<file path="config.mk">
export PLATFORM = sky130hd
export DESIGN_NAME = memerr_unit
export DESIGN_NICKNAME = d
export VERILOG_FILES = /design/src/rtl/memerr_pkg.sv /design/src/rtl/memerr_sbe_ctr.sv /design/src/rtl/memerr_capture.sv /design/src/rtl/memerr_inject.sv /design/src/rtl/memerr_unit.sv
export SDC_FILE = /design/constraint.sdc
export NUM_CORES = 1
export LEC_CHECK = 0
export ABC_AREA = 1
export BUFFER_PORTS_ARGS = -buffer_cell sky130_fd_sc_hd__clkbuf_2
export CAP_MARGIN = 30
export CORE_MARGIN = 1
export CORE_UTILIZATION = 48
export CTS_BUF_LIST = sky130_fd_sc_hd__clkbuf_4 sky130_fd_sc_hd__clkbuf_8
export DETAILED_ROUTE_END_ITERATION = 6
export PLACE_DENSITY = 0.79
export RECOVER_POWER = 50
export SYNTH_ARGS = -nofsm -noshare
export SYNTH_HDL_FRONTEND = slang
export SYNTH_SLANG_ARGS = --single-unit
</file>
<file path="constraint.sdc">
create_clock -name clk -period 2.5 [get_ports clk]
set_input_delay 0.125 -clock clk [delete_from_list [all_inputs] [get_ports clk]]
set_output_delay 0.125 -clock clk [all_outputs]
set_load 0.005 [all_outputs]
</file>
<file path="src/rtl/memerr_pkg.sv">
package memerr_pkg;
  localparam int WORD_W   = 32;
  localparam int NWORDS   = 2;
  localparam int DATA_W   = WORD_W * NWORDS;
  localparam int CHK_W    = 16;
  localparam int BYTE_W   = 8;
  localparam int THR_W    = 8;
  localparam int THR_LSB  = 16;
  localparam int INJ_EN_B = 8;
  localparam int NFLAGS   = 2;
  localparam int REG_AW   = 4;

  localparam int FLAG_SBE = 0;
  localparam int FLAG_MBE = 1;

  localparam logic [REG_AW-1:0] OFS_STATUS = 4'd0;
  localparam logic [REG_AW-1:0] OFS_DIS    = 4'd1;
  localparam logic [REG_AW-1:0] OFS_INTEN  = 4'd2;
  localparam logic [REG_AW-1:0] OFS_SBECTL = 4'd3;
  localparam logic [REG_AW-1:0] OFS_CAPHI  = 4'd4;
  localparam logic [REG_AW-1:0] OFS_CAPLO  = 4'd5;
  localparam logic [REG_AW-1:0] OFS_CAPCHK = 4'd6;
  localparam logic [REG_AW-1:0] OFS_CAPAD  = 4'd7;
  localparam logic [REG_AW-1:0] OFS_CAPEXT = 4'd8;
  localparam logic [REG_AW-1:0] OFS_INJHI  = 4'd9;
  localparam logic [REG_AW-1:0] OFS_INJLO  = 4'd10;
  localparam logic [REG_AW-1:0] OFS_INJCTL = 4'd11;

  typedef logic [NFLAGS-1:0] flags_t;
endpackage

</file>
<file path="src/rtl/memerr_sbe_ctr.sv">
module memerr_sbe_ctr #(
  parameter int CNT_W = 8
) (
  input  logic             clk,
  input  logic             rst_n,
  input  logic             bump,
  input  logic             clr,
  input  logic [CNT_W-1:0] thr,
  output logic [CNT_W-1:0] cnt,
  output logic             hit
);
  logic [CNT_W-1:0] cnt_q, cnt_d;
  logic [CNT_W-1:0] thr_eff;
  logic [CNT_W:0]   cnt_inc;

  always_comb begin
    thr_eff = (thr == '0) ? CNT_W'(1) : thr;
    cnt_inc = {1'b0, cnt_q} + 1'b1;
    cnt_d   = cnt_q;
    hit     = 1'b0;
    if (clr) begin
      cnt_d = '0;
    end else if (bump) begin
      if (cnt_inc >= {1'b0, thr_eff}) begin
        cnt_d = '0;
        hit   = 1'b1;
      end else begin
        cnt_d = cnt_inc[CNT_W-1:0];
      end
    end
  end

  always_ff @(posedge clk or negedge rst_n) begin
    if (!rst_n) cnt_q <= '0;
    else if (clr || bump) cnt_q <= cnt_d;
  end

  assign cnt = cnt_q;
endmodule

</file>
<file path="src/rtl/memerr_capture.sv">
module memerr_capture
  import memerr_pkg::*;
#(
  parameter int ADDR_W = 36
) (
  input  logic              clk,
  input  logic              rst_n,
  input  logic              load,
  input  logic              narrow,
  input  logic [DATA_W-1:0] data,
  input  logic [CHK_W-1:0]  chk,
  input  logic [ADDR_W-1:0] addr,
  output logic [WORD_W-1:0] cap_hi,
  output logic [WORD_W-1:0] cap_lo,
  output logic [WORD_W-1:0] cap_chk,
  output logic [WORD_W-1:0] cap_addr,
  output logic [WORD_W-1:0] cap_ext
);
  logic [WORD_W-1:0] chk_d, addr_lo_d, addr_ext_d;
  logic [WORD_W-1:0] hi_q, lo_q, chk_q, ad_q, ext_q;

  always_comb begin
    chk_d = narrow ? WORD_W'(chk) : WORD_W'(chk[BYTE_W-1:0]);
  end

  generate
    if (ADDR_W > WORD_W) begin : g_wide_addr
      assign addr_lo_d  = addr[WORD_W-1:0];
      assign addr_ext_d = WORD_W'(addr[ADDR_W-1:WORD_W]);
    end else begin : g_narrow_addr
      assign addr_lo_d  = WORD_W'(addr);
      assign addr_ext_d = '0;
    end
  endgenerate

  always_ff @(posedge clk or negedge rst_n) begin
    if (!rst_n) begin
      hi_q  <= '0;
      lo_q  <= '0;
      chk_q <= '0;
      ad_q  <= '0;
      ext_q <= '0;
    end else if (load) begin
      hi_q  <= data[DATA_W-1:WORD_W];
      lo_q  <= data[WORD_W-1:0];
      chk_q <= chk_d;
      ad_q  <= addr_lo_d;
      ext_q <= addr_ext_d;
    end
  end

  assign cap_hi   = hi_q;
  assign cap_lo   = lo_q;
  assign cap_chk  = chk_q;
  assign cap_addr = ad_q;
  assign cap_ext  = ext_q;
endmodule

</file>
<file path="src/rtl/memerr_inject.sv">
module memerr_inject
  import memerr_pkg::*;
(
  input  logic              act,
  input  logic [DATA_W-1:0] mask,
  input  logic [BYTE_W-1:0] ecc_mask,
  input  logic [DATA_W-1:0] data_in,
  input  logic [BYTE_W-1:0] ecc_in,
  output logic [DATA_W-1:0] data_out,
  output logic [BYTE_W-1:0] ecc_out
);
  generate
    for (genvar w = 0; w < NWORDS; w++) begin : g_word
      assign data_out[w*WORD_W +: WORD_W] =
        data_in[w*WORD_W +: WORD_W] ^ (act ? mask[w*WORD_W +: WORD_W] : '0);
    end
  endgenerate

  assign ecc_out = ecc_in ^ (act ? ecc_mask : '0);
endmodule

</file>
<file path="src/rtl/memerr_unit.sv">
module memerr_unit
  import memerr_pkg::*;
#(
  parameter int ADDR_W = 36
) (
  input  logic              clk,
  input  logic              rst_n,
  input  logic [3:0]        reg_addr,
  input  logic              reg_wen,
  input  logic [31:0]       reg_wdata,
  output logic [31:0]       reg_rdata,
  input  logic              bus_narrow,
  input  logic              chk_valid,
  input  logic              chk_sbe,
  input  logic              chk_mbe,
  input  logic [63:0]       chk_data,
  input  logic [15:0]       chk_ecc,
  input  logic [ADDR_W-1:0] chk_addr,
  input  logic              wr_valid,
  input  logic [63:0]       wr_data_in,
  input  logic [7:0]        wr_ecc_in,
  output logic [63:0]       wr_data_out,
  output logic [7:0]        wr_ecc_out,
  output logic              irq
);
  localparam int INJCTL_W = INJ_EN_B + 1;

  flags_t            status_q, status_d, dis_q, dis_d, inten_q, inten_d;
  flags_t            clr_mask, set_mask;
  logic [THR_W-1:0]  thr_q, thr_d;
  logic [WORD_W-1:0] inj_hi_q, inj_hi_d, inj_lo_q, inj_lo_d;
  logic [INJCTL_W-1:0] inj_ctl_q, inj_ctl_d;
  logic              wr_status, wr_dis, wr_inten, wr_sbectl;
  logic              wr_injhi, wr_injlo, wr_injctl;
  logic              sbe_bump, sbe_hit, mbe_set, cap_load;
  logic [THR_W-1:0]  cnt;
  logic [WORD_W-1:0] cap_hi, cap_lo, cap_chk, cap_addr, cap_ext;

  // register write decode
  always_comb begin
    wr_status = reg_wen && (reg_addr == OFS_STATUS);
    wr_dis    = reg_wen && (reg_addr == OFS_DIS);
    wr_inten  = reg_wen && (reg_addr == OFS_INTEN);
    wr_sbectl = reg_wen && (reg_addr == OFS_SBECTL);
    wr_injhi  = reg_wen && (reg_addr == OFS_INJHI);
    wr_injlo  = reg_wen && (reg_addr == OFS_INJLO);
    wr_injctl = reg_wen && (reg_addr == OFS_INJCTL);
  end

  // error event classification; multi-bit takes precedence
  always_comb begin
    mbe_set  = chk_valid && chk_mbe && !dis_q[FLAG_MBE];
    sbe_bump = chk_valid && chk_sbe && !chk_mbe && !dis_q[FLAG_SBE];
  end

  memerr_sbe_ctr #(.CNT_W(THR_W)) i_ctr (
    .clk   (clk),
    .rst_n (rst_n),
    .bump  (sbe_bump),
    .clr   (wr_sbectl),
    .thr   (thr_q),
    .cnt   (cnt),
    .hit   (sbe_hit)
  );

  // next-state for control and status registers
  always_comb begin
    clr_mask = wr_status ? reg_wdata[NFLAGS-1:0] : '0;
    set_mask = '0;
    set_mask[FLAG_SBE] = sbe_hit;
    set_mask[FLAG_MBE] = mbe_set;
    status_d  = (status_q & ~clr_mask) | set_mask;
    cap_load  = (set_mask != '0) && (status_q == '0);
    dis_d     = wr_dis    ? reg_wdata[NFLAGS-1:0] : dis_q;
    inten_d   = wr_inten  ? reg_wdata[NFLAGS-1:0] : inten_q;
    thr_d     = wr_sbectl ? reg_wdata[THR_LSB +: THR_W] : thr_q;
    inj_hi_d  = wr_injhi  ? reg_wdata : inj_hi_q;
    inj_lo_d  = wr_injlo  ? reg_wdata : inj_lo_q;
    inj_ctl_d = wr_injctl ? reg_wdata[INJCTL_W-1:0] : inj_ctl_q;
  end

  always_ff @(posedge clk or negedge rst_n) begin
    if (!rst_n) begin
      status_q  <= '0;
      dis_q     <= '0;
      inten_q   <= '0;
      thr_q     <= '0;
      inj_hi_q  <= '0;
      inj_lo_q  <= '0;
      inj_ctl_q <= '0;
    end else begin
      status_q <= status_d;
      if (wr_dis)    dis_q     <= dis_d;
      if (wr_inten)  inten_q   <= inten_d;
      if (wr_sbectl) thr_q     <= thr_d;
      if (wr_injhi)  inj_hi_q  <= inj_hi_d;
      if (wr_injlo)  inj_lo_q  <= inj_lo_d;
      if (wr_injctl) inj_ctl_q <= inj_ctl_d;
    end
  end

  memerr_capture #(.ADDR_W(ADDR_W)) i_cap (
    .clk      (clk),
    .rst_n    (rst_n),
    .load     (cap_load),
    .narrow   (bus_narrow),
    .data     (chk_data),
    .chk      (chk_ecc),
    .addr     (chk_addr),
    .cap_hi   (cap_hi),
    .cap_lo   (cap_lo),
    .cap_chk  (cap_chk),
    .cap_addr (cap_addr),
    .cap_ext  (cap_ext)
  );

  memerr_inject i_inj (
    .act      (wr_valid && inj_ctl_q[INJ_EN_B]),
    .mask     ({inj_hi_q, inj_lo_q}),
    .ecc_mask (inj_ctl_q[BYTE_W-1:0]),
    .data_in  (wr_data_in),
    .ecc_in   (wr_ecc_in),
    .data_out (wr_data_out),
    .ecc_out  (wr_ecc_out)
  );

  // read decode
  always_comb begin
    reg_rdata = '0;
    case (reg_addr)
      OFS_STATUS: reg_rdata = 32'(status_q);
      OFS_DIS:    reg_rdata = 32'(dis_q);
      OFS_INTEN:  reg_rdata = 32'(inten_q);
      OFS_SBECTL: reg_rdata = {8'h00, thr_q, 8'h00, cnt};
      OFS_CAPHI:  reg_rdata = cap_hi;
      OFS_CAPLO:  reg_rdata = cap_lo;
      OFS_CAPCHK: reg_rdata = cap_chk;
      OFS_CAPAD:  reg_rdata = cap_addr;
      OFS_CAPEXT: reg_rdata = cap_ext;
      OFS_INJHI:  reg_rdata = inj_hi_q;
      OFS_INJLO:  reg_rdata = inj_lo_q;
      OFS_INJCTL: reg_rdata = 32'(inj_ctl_q);
      default:    reg_rdata = '0;
    endcase
  end

  assign irq = |(status_q & inten_q);
endmodule

</file>
Word-level counts from Yosys, hierarchy flattened. Cells that the tools add are included.

Mux-type cells: 13. Add/sub/neg operators: 1. Magnitude comparators: 1. Bitwise logic cells: 7. Eq/ne operators: 11. Reduce and logical (&&, ||, !) cells: 25.

Operators with widths (number): $pmux W32 S12 (1); $mux W32 (2); $xor A32 B32 Y32 (2); $mux W8 (5); $eq A4 B3 Y1 const B (4); $eq A4 B4 Y1 const B (4); $mux W16 (1); $logic_and A1 B1 Y1 (14); $add A8 B1 Y9 const B (1); $ge A9 B8 Y1 (1); $eq A4 B2 Y1 const B (2); $logic_not A8 Y1 (1); $xor A8 B8 Y8 (1); $and A2 B2 Y2 (2); $eq A4 B1 Y1 const B (1); $logic_not A4 Y1 (1); $reduce_bool A2 Y1 (2); $logic_not A1 Y1 (3); $mux W1 (3); $logic_not A2 Y1 (1); $mux W2 (1); $not A2 Y2 (1); $or A2 B2 Y2 (1); $reduce_and A2 Y1 (1); other kinds (2) (2).

Output and inout port bits: 105. Bits of input ports: 232. Register bits after elaboration: 227. Word-level logic and storage cells: 71.

Logic depth before layout (Yosys ltp).
Depth after elaboration: 8. Mapped depth: 20. Gate-level depth less buffers: 18.

Cells and area by module. From an unflattened synthesis, not the netlist that was laid out.

Cells, all modules: 1884. Area, all modules: 12598.3 sq um.

By module, submodules not included: memerr_unit (cells each 856, instances 1, area an instance 5534.1 sq um, seq. area each 2177.1 sq um); memerr_capture (cells each 536, instances 1, area an instance 4715.8 sq um, seq. area each 2902.8 sq um); memerr_inject (cells each 376, instances 1, area an instance 1567.8 sq um, seq. area each 0.0 sq um); memerr_sbe_ctr (cells each 116, instances 1, area an instance 780.7 sq um, seq. area each 200.2 sq um).

Least setup slack after synthesis. No wires, ideal clock.

Kind: register to register. From: reg i_ctr.cnt_q[0] (netlist: i_ctr.cnt[0]). To: reg i_cap.ad_q[29] (netlist: i_cap.cap_addr[29]). Arrival time: 2.194 ns. Period minus slack after synthesis: 2.311 ns. Slack: 0.189 ns. Data required time: 2.383 ns. Library setup time: 0.117 ns. Cell stages (with the launch flop): 19. Buffers on the path: 2. Cell sequence: dfrtp_1 > ha_1 > nand3_2 > xor2_1 > ha_1 > nand2_1 > inv_1 > nand2_1 > nand3_1 > nand2_1 > nand2_1 > nand2_1 > nand2_1 > nand2_2 > nand2_4 > buf_4 > buf_2 > nand3_1 > nand2_1.

Cells in the longest elaborated chain, start to end: 7.

RTL lines: start: declaration (line memerr_sbe_ctr.sv:12) `logic [CNT_W-1:0] cnt_q, cnt_d;`; start signal: assignment (line memerr_sbe_ctr.sv:35) `else if (clr || bump) cnt_q <= cnt_d;`; $add A8 B1 Y9 (line memerr_sbe_ctr.sv:18) `cnt_inc = {1'b0, cnt_q} + 1'b1;`; $ge A9 B8 Y1 (line memerr_sbe_ctr.sv:24) `if (cnt_inc >= {1'b0, thr_eff}) begin`; $mux W1 (line memerr_sbe_ctr.sv:24); $mux W1 (line memerr_sbe_ctr.sv:23) `end else if (bump) begin`; $mux W1 (line memerr_sbe_ctr.sv:21) `if (clr) begin`; $reduce_bool A2 Y1 (line memerr_unit.sv:73) `cap_load = (set_mask != '0) && (status_q == '0);`; $logic_and A1 B1 Y1 (line memerr_unit.sv:73); end signal: assignment (line memerr_capture.sv:47) `ad_q <= addr_lo_d;`; end: declaration (line memerr_capture.sv:20) `logic [WORD_W-1:0] hi_q, lo_q, chk_q, ad_q, ext_q;`.

No other way between the ends. A chain may end at the register's enable or synchronous reset.

Final worst setup path.
From: reg i_ctr.cnt_q[0] (netlist: i_ctr.cnt[0]). To: reg i_cap.chk_q[6] (netlist: i_cap.cap_chk[6]).

Cells in the longest elaborated chain, start to end: 7.

RTL lines: $add A8 B1 Y9 (line memerr_sbe_ctr.sv:18); $ge A9 B8 Y1 (line memerr_sbe_ctr.sv:24); $mux W1 (line memerr_sbe_ctr.sv:24); $mux W1 (line memerr_sbe_ctr.sv:23); $mux W1 (line memerr_sbe_ctr.sv:21); $reduce_bool A2 Y1 (line memerr_unit.sv:73); $logic_and A1 B1 Y1 (line memerr_unit.sv:73); end signal: assignment (line memerr_capture.sv:46) `chk_q <= chk_d;`; end: declaration (line memerr_capture.sv:20).

No other way between the ends.

==> metrics.md <==
| Metric | Value |
|---|---|
| Min Tclk post-route | `2540 ps` |
| Worst Hold Path Cells | `5` |
| Worst VDD drop | `0.000491 V` |
| Core ar. | `21900 um^2` |
| First-pass GRT wire length | `58.9 mm` |
| R2R Path Start | `i_ctr.cnt[0]$_DFFE_PN0P_` |
| Routability cong. | `0.911` |
| Worst Skew | `40.7 ps` |
| Initial antenna violation count | `2` |
| Register area share after synthesis | `0.491` |
| Row count | `54` |
| FILL cells | `1621` |
| Max-cap check violation count | `0` |
| Worst hold-check path type | `in2reg` |
| CTS Buf Count | `38` |
| Crit Reg-Reg Endpoint | `i_cap.cap_chk[6]$_DFFE_PN0P_` |
| Post-route ant nets | `0` |
| Fraction of layout cells with a size suffix above 1 | `0.284` |
| Place WS | `47.6 ps` |
| Final WS setup | `-42.0 ps` |
| R2R cell count | `18` |
| EDFF count, synth | `0` |
| Hpwl dp | `26.2 mm` |
| Leakage Power | `8.30 nW` |
| Die Y | `152 um` |
| Root Buffer | `clkbuf_8` |
| CP Capture Type | `flip-flop` |
| Area share of the largest cell type after synthesis | `0.491` |
| WP data arrival | `2980 ps` |
| Slew margin rel. | `0.126` |
| WHS | `9.50 ps` |
| Tot Pwr | `0.0120 W` |
| GRT Total Usage | `0.341` |
| Tcrit/Tclk final | `1.02` |
| CP Max Fanout | `8` |
| Synth Cell Area | `10800 um^2` |
| I/O Buffers | `336` |
| Crit path from | `i_ctr.cnt[0]$_DFFE_PN0P_` |
| 1st-iter DRT viols | `1087` |
| Layout Nets | `2101` |
| Via density | `5.55` |
| Synth warn | `0` |
| Residual DRC | `0` |
| Clk pwr share | `0.282` |
| Yosys top cell by area | `dfrtp_1` |
| Mapped Nets | `1590` |
| Unrepaired setup endpoints after global routing | `yes` |
| Critical path launch point type | `flip-flop` |
| CTS tree | `built` |
| Fin util | `0.723` |
| Main flop type after synthesis | `dfrtp_1` |
| Largest net degree at the start of global routing | `78` |
| Chip Width | `152 um` |
| Syn avg cell area | `7.97 um^2` |
| CP Class | `reg2reg` |
| Synthesis-stage register bit count | `211` |
| Internal | `0.00790 W` |
| Slew @ Worst Pin | `1310 ps` |
| Clock Latency Late Sink | `550 ps` |
| Top cells by area, synth | `dfrtp_1, nand2_1, nand3_1` |
| Final hold violation count | `0` |
| Power share of the combinational group | `0.266` |
| Setup TNS | `-807 ps` |
| R2R Setup Slk | `-40 ps` |
| Switch Pwr | `0.00407 W` |
| Number of global-route vias before repair | `11100` |
| Total I/O pin count | `337` |
| Final slew viol count | `0` |
| CTS Buffer Depth | `3` |
| # setup viols final | `47` |
| Async SR Flop Fraction | `1.00` |
| Failing checks | `negative setup slack` |
| Via count | `12000` |
| H-tree depth | `2` |
| Routed WL | `42.2 mm` |
| P per Cell Area | `757 nW/um^2` |
| Detailed Routing Iterations Pass 1 | `6` |
| Worst-path clk slew | `60 ps` |
| FMAX | `393 MHz` |
| Die ar. | `23000 um^2` |
| Reg power frac | `0.452` |
| Initial Util | `0.491` |
| Synth Instances | `1349` |
| Required time of the critical path | `2940 ps` |
| End of the critical path | `i_cap.cap_chk[6]$_DFFE_PN0P_` |
| Switching share of total power | `0.340` |
| Wire per inst | `19.5 um` |
| Status | `finished, violations left` |
| CTS sink cnt | `211` |
| Layout area overhead | `47.1%` |
| Netlist cell types | `37` |
| Total grt overflow | `0` |
layer usage:
layer  vias up  wire, um  GRT usage
met3       172      4300     0.0728
met4         0      2100      0.151
met2       831     19300      0.536
met1      5614     16500      0.453
met5         -         0          0
li1       5394         -          -
registers in the layout, indices dropped and copies added, names as in the netlist, 8 cells and up:
signal and count:
i_cap.cap_addr 32, i_cap.cap_hi 32, i_cap.cap_lo 32, inj_hi_q 32, inj_lo_q 32, i_cap.cap_chk 16, inj_ctl_q 9, i_ctr.cnt 8
thr_q 8
stage by stage:
step / cell area, um^2 / std cells
after floorplan: 10800 / 1349
final: 15800 / 2166
after global routing: 15800 / 2165
after detailed placement: 12800 / 1922
after global placement: 12800 / 1922
after CTS: 15100 / 2136
critical path, stage by stage (launching register included):
cell,delay [ps]
dfrtp_1,390
ha_2,230
nand3_4,90
xor2_2,160
ha_1,310
nand2_1,80
inv_2,40
nand2_1,60
nand3_1,70
nand2_1,60
nand2_1,40
nand2_1,80
nand2_2,70
nand2_4,110
nand2_8,120
buf_6,190
clkbuf_16,160
nand3_1,80
nand2_1,70
logic make-up after synthesis:
group / count (synthesis) / share of synthesized area
simple gates: 710 / 0.272
flops: 211 / 0.491
compound gates: 177 / 0.100
buf+inv: 166 / 0.0648
xor+xnor: 76 / 0.0619
fa+ha+maj: 9 / 0.0105
cells in the final DEF, fill, tap and decap left out, types with 26 or more instances in the layout:
cell	Yosys	layout
a221oi_1	26	26
buf_4	1	27
clkbuf_2	0	334
clkbuf_8	0	48
dfrtp_1	211	211
dlygate4sd3_1	0	150
inv_1	84	84
nand2_1	525	477
nand2_2	4	48
nand3_1	147	137
o21ai_0	93	93
xnor2_1	66	66
power by group through the flow:
stage                     sequential [W]  combinational, W  clock [W]
final                            0.00541           0.00319    0.00338
after global routing             0.00551           0.00355    0.00355
after global placement           0.00529           0.00244          0
after CTS                        0.00528           0.00276    0.00337
after detailed placement         0.00533           0.00256          0
after floorplan                  0.00508           0.00160          0
synth_stat cells, types with 14 or more instances:
master    number
a21oi_1       18
a221oi_1      26
a22o_1        14
buf_2         26
clkbuf_1      44
dfrtp_1      211
inv_1         84
nand2_1      525
nand3_1      147
nor2_1        17
o21ai_0       93
xnor2_1       66
how the worst min path moves through the flow:
stage            startpoint                            to  slack [ps]
5_1_grt        reg_wdata[0]          dis_q[0]$_DFFE_PN0P_          30
6_report         bus_narrow  i_cap.cap_chk[8]$_DFFE_PN0P_          10
3_3_place_gp          rst_n      inj_lo_q[15]$_DFFE_PN0P_         -60
4_1_cts          bus_narrow  i_cap.cap_chk[8]$_DFFE_PN0P_           1
3_5_place_dp          rst_n      inj_lo_q[15]$_DFFE_PN0P_         -60
2_1_floorplan         rst_n          dis_q[0]$_DFFE_PN0P_        -170
cell type report:
type | count | area (um^2) | area share
tap | 280 | 350 | 0.0221
clock buffer | 62 | 766 | 0.0484
clock inverter | 2 | 13.8 | 0.000870
inverter | 89 | 339 | 0.0214
sequential | 211 | 5280 | 0.334
timing repair buffer | 546 | 4020 | 0.254
multi-input combinational | 974 | 5040 | 0.319
antenna | 2 | 5.00 | 0.000316
timing repair:
action	CTS	global route
gates cloned	0	23
endpoints found under the setup margin	25	126
pin swaps	0	11
gates resized for setup	1	79
setup buffers	0	5
endpoints found under the hold margin	403	0
hold buffers	150	0
Note: power is estimated with default switching activity, not from simulation.
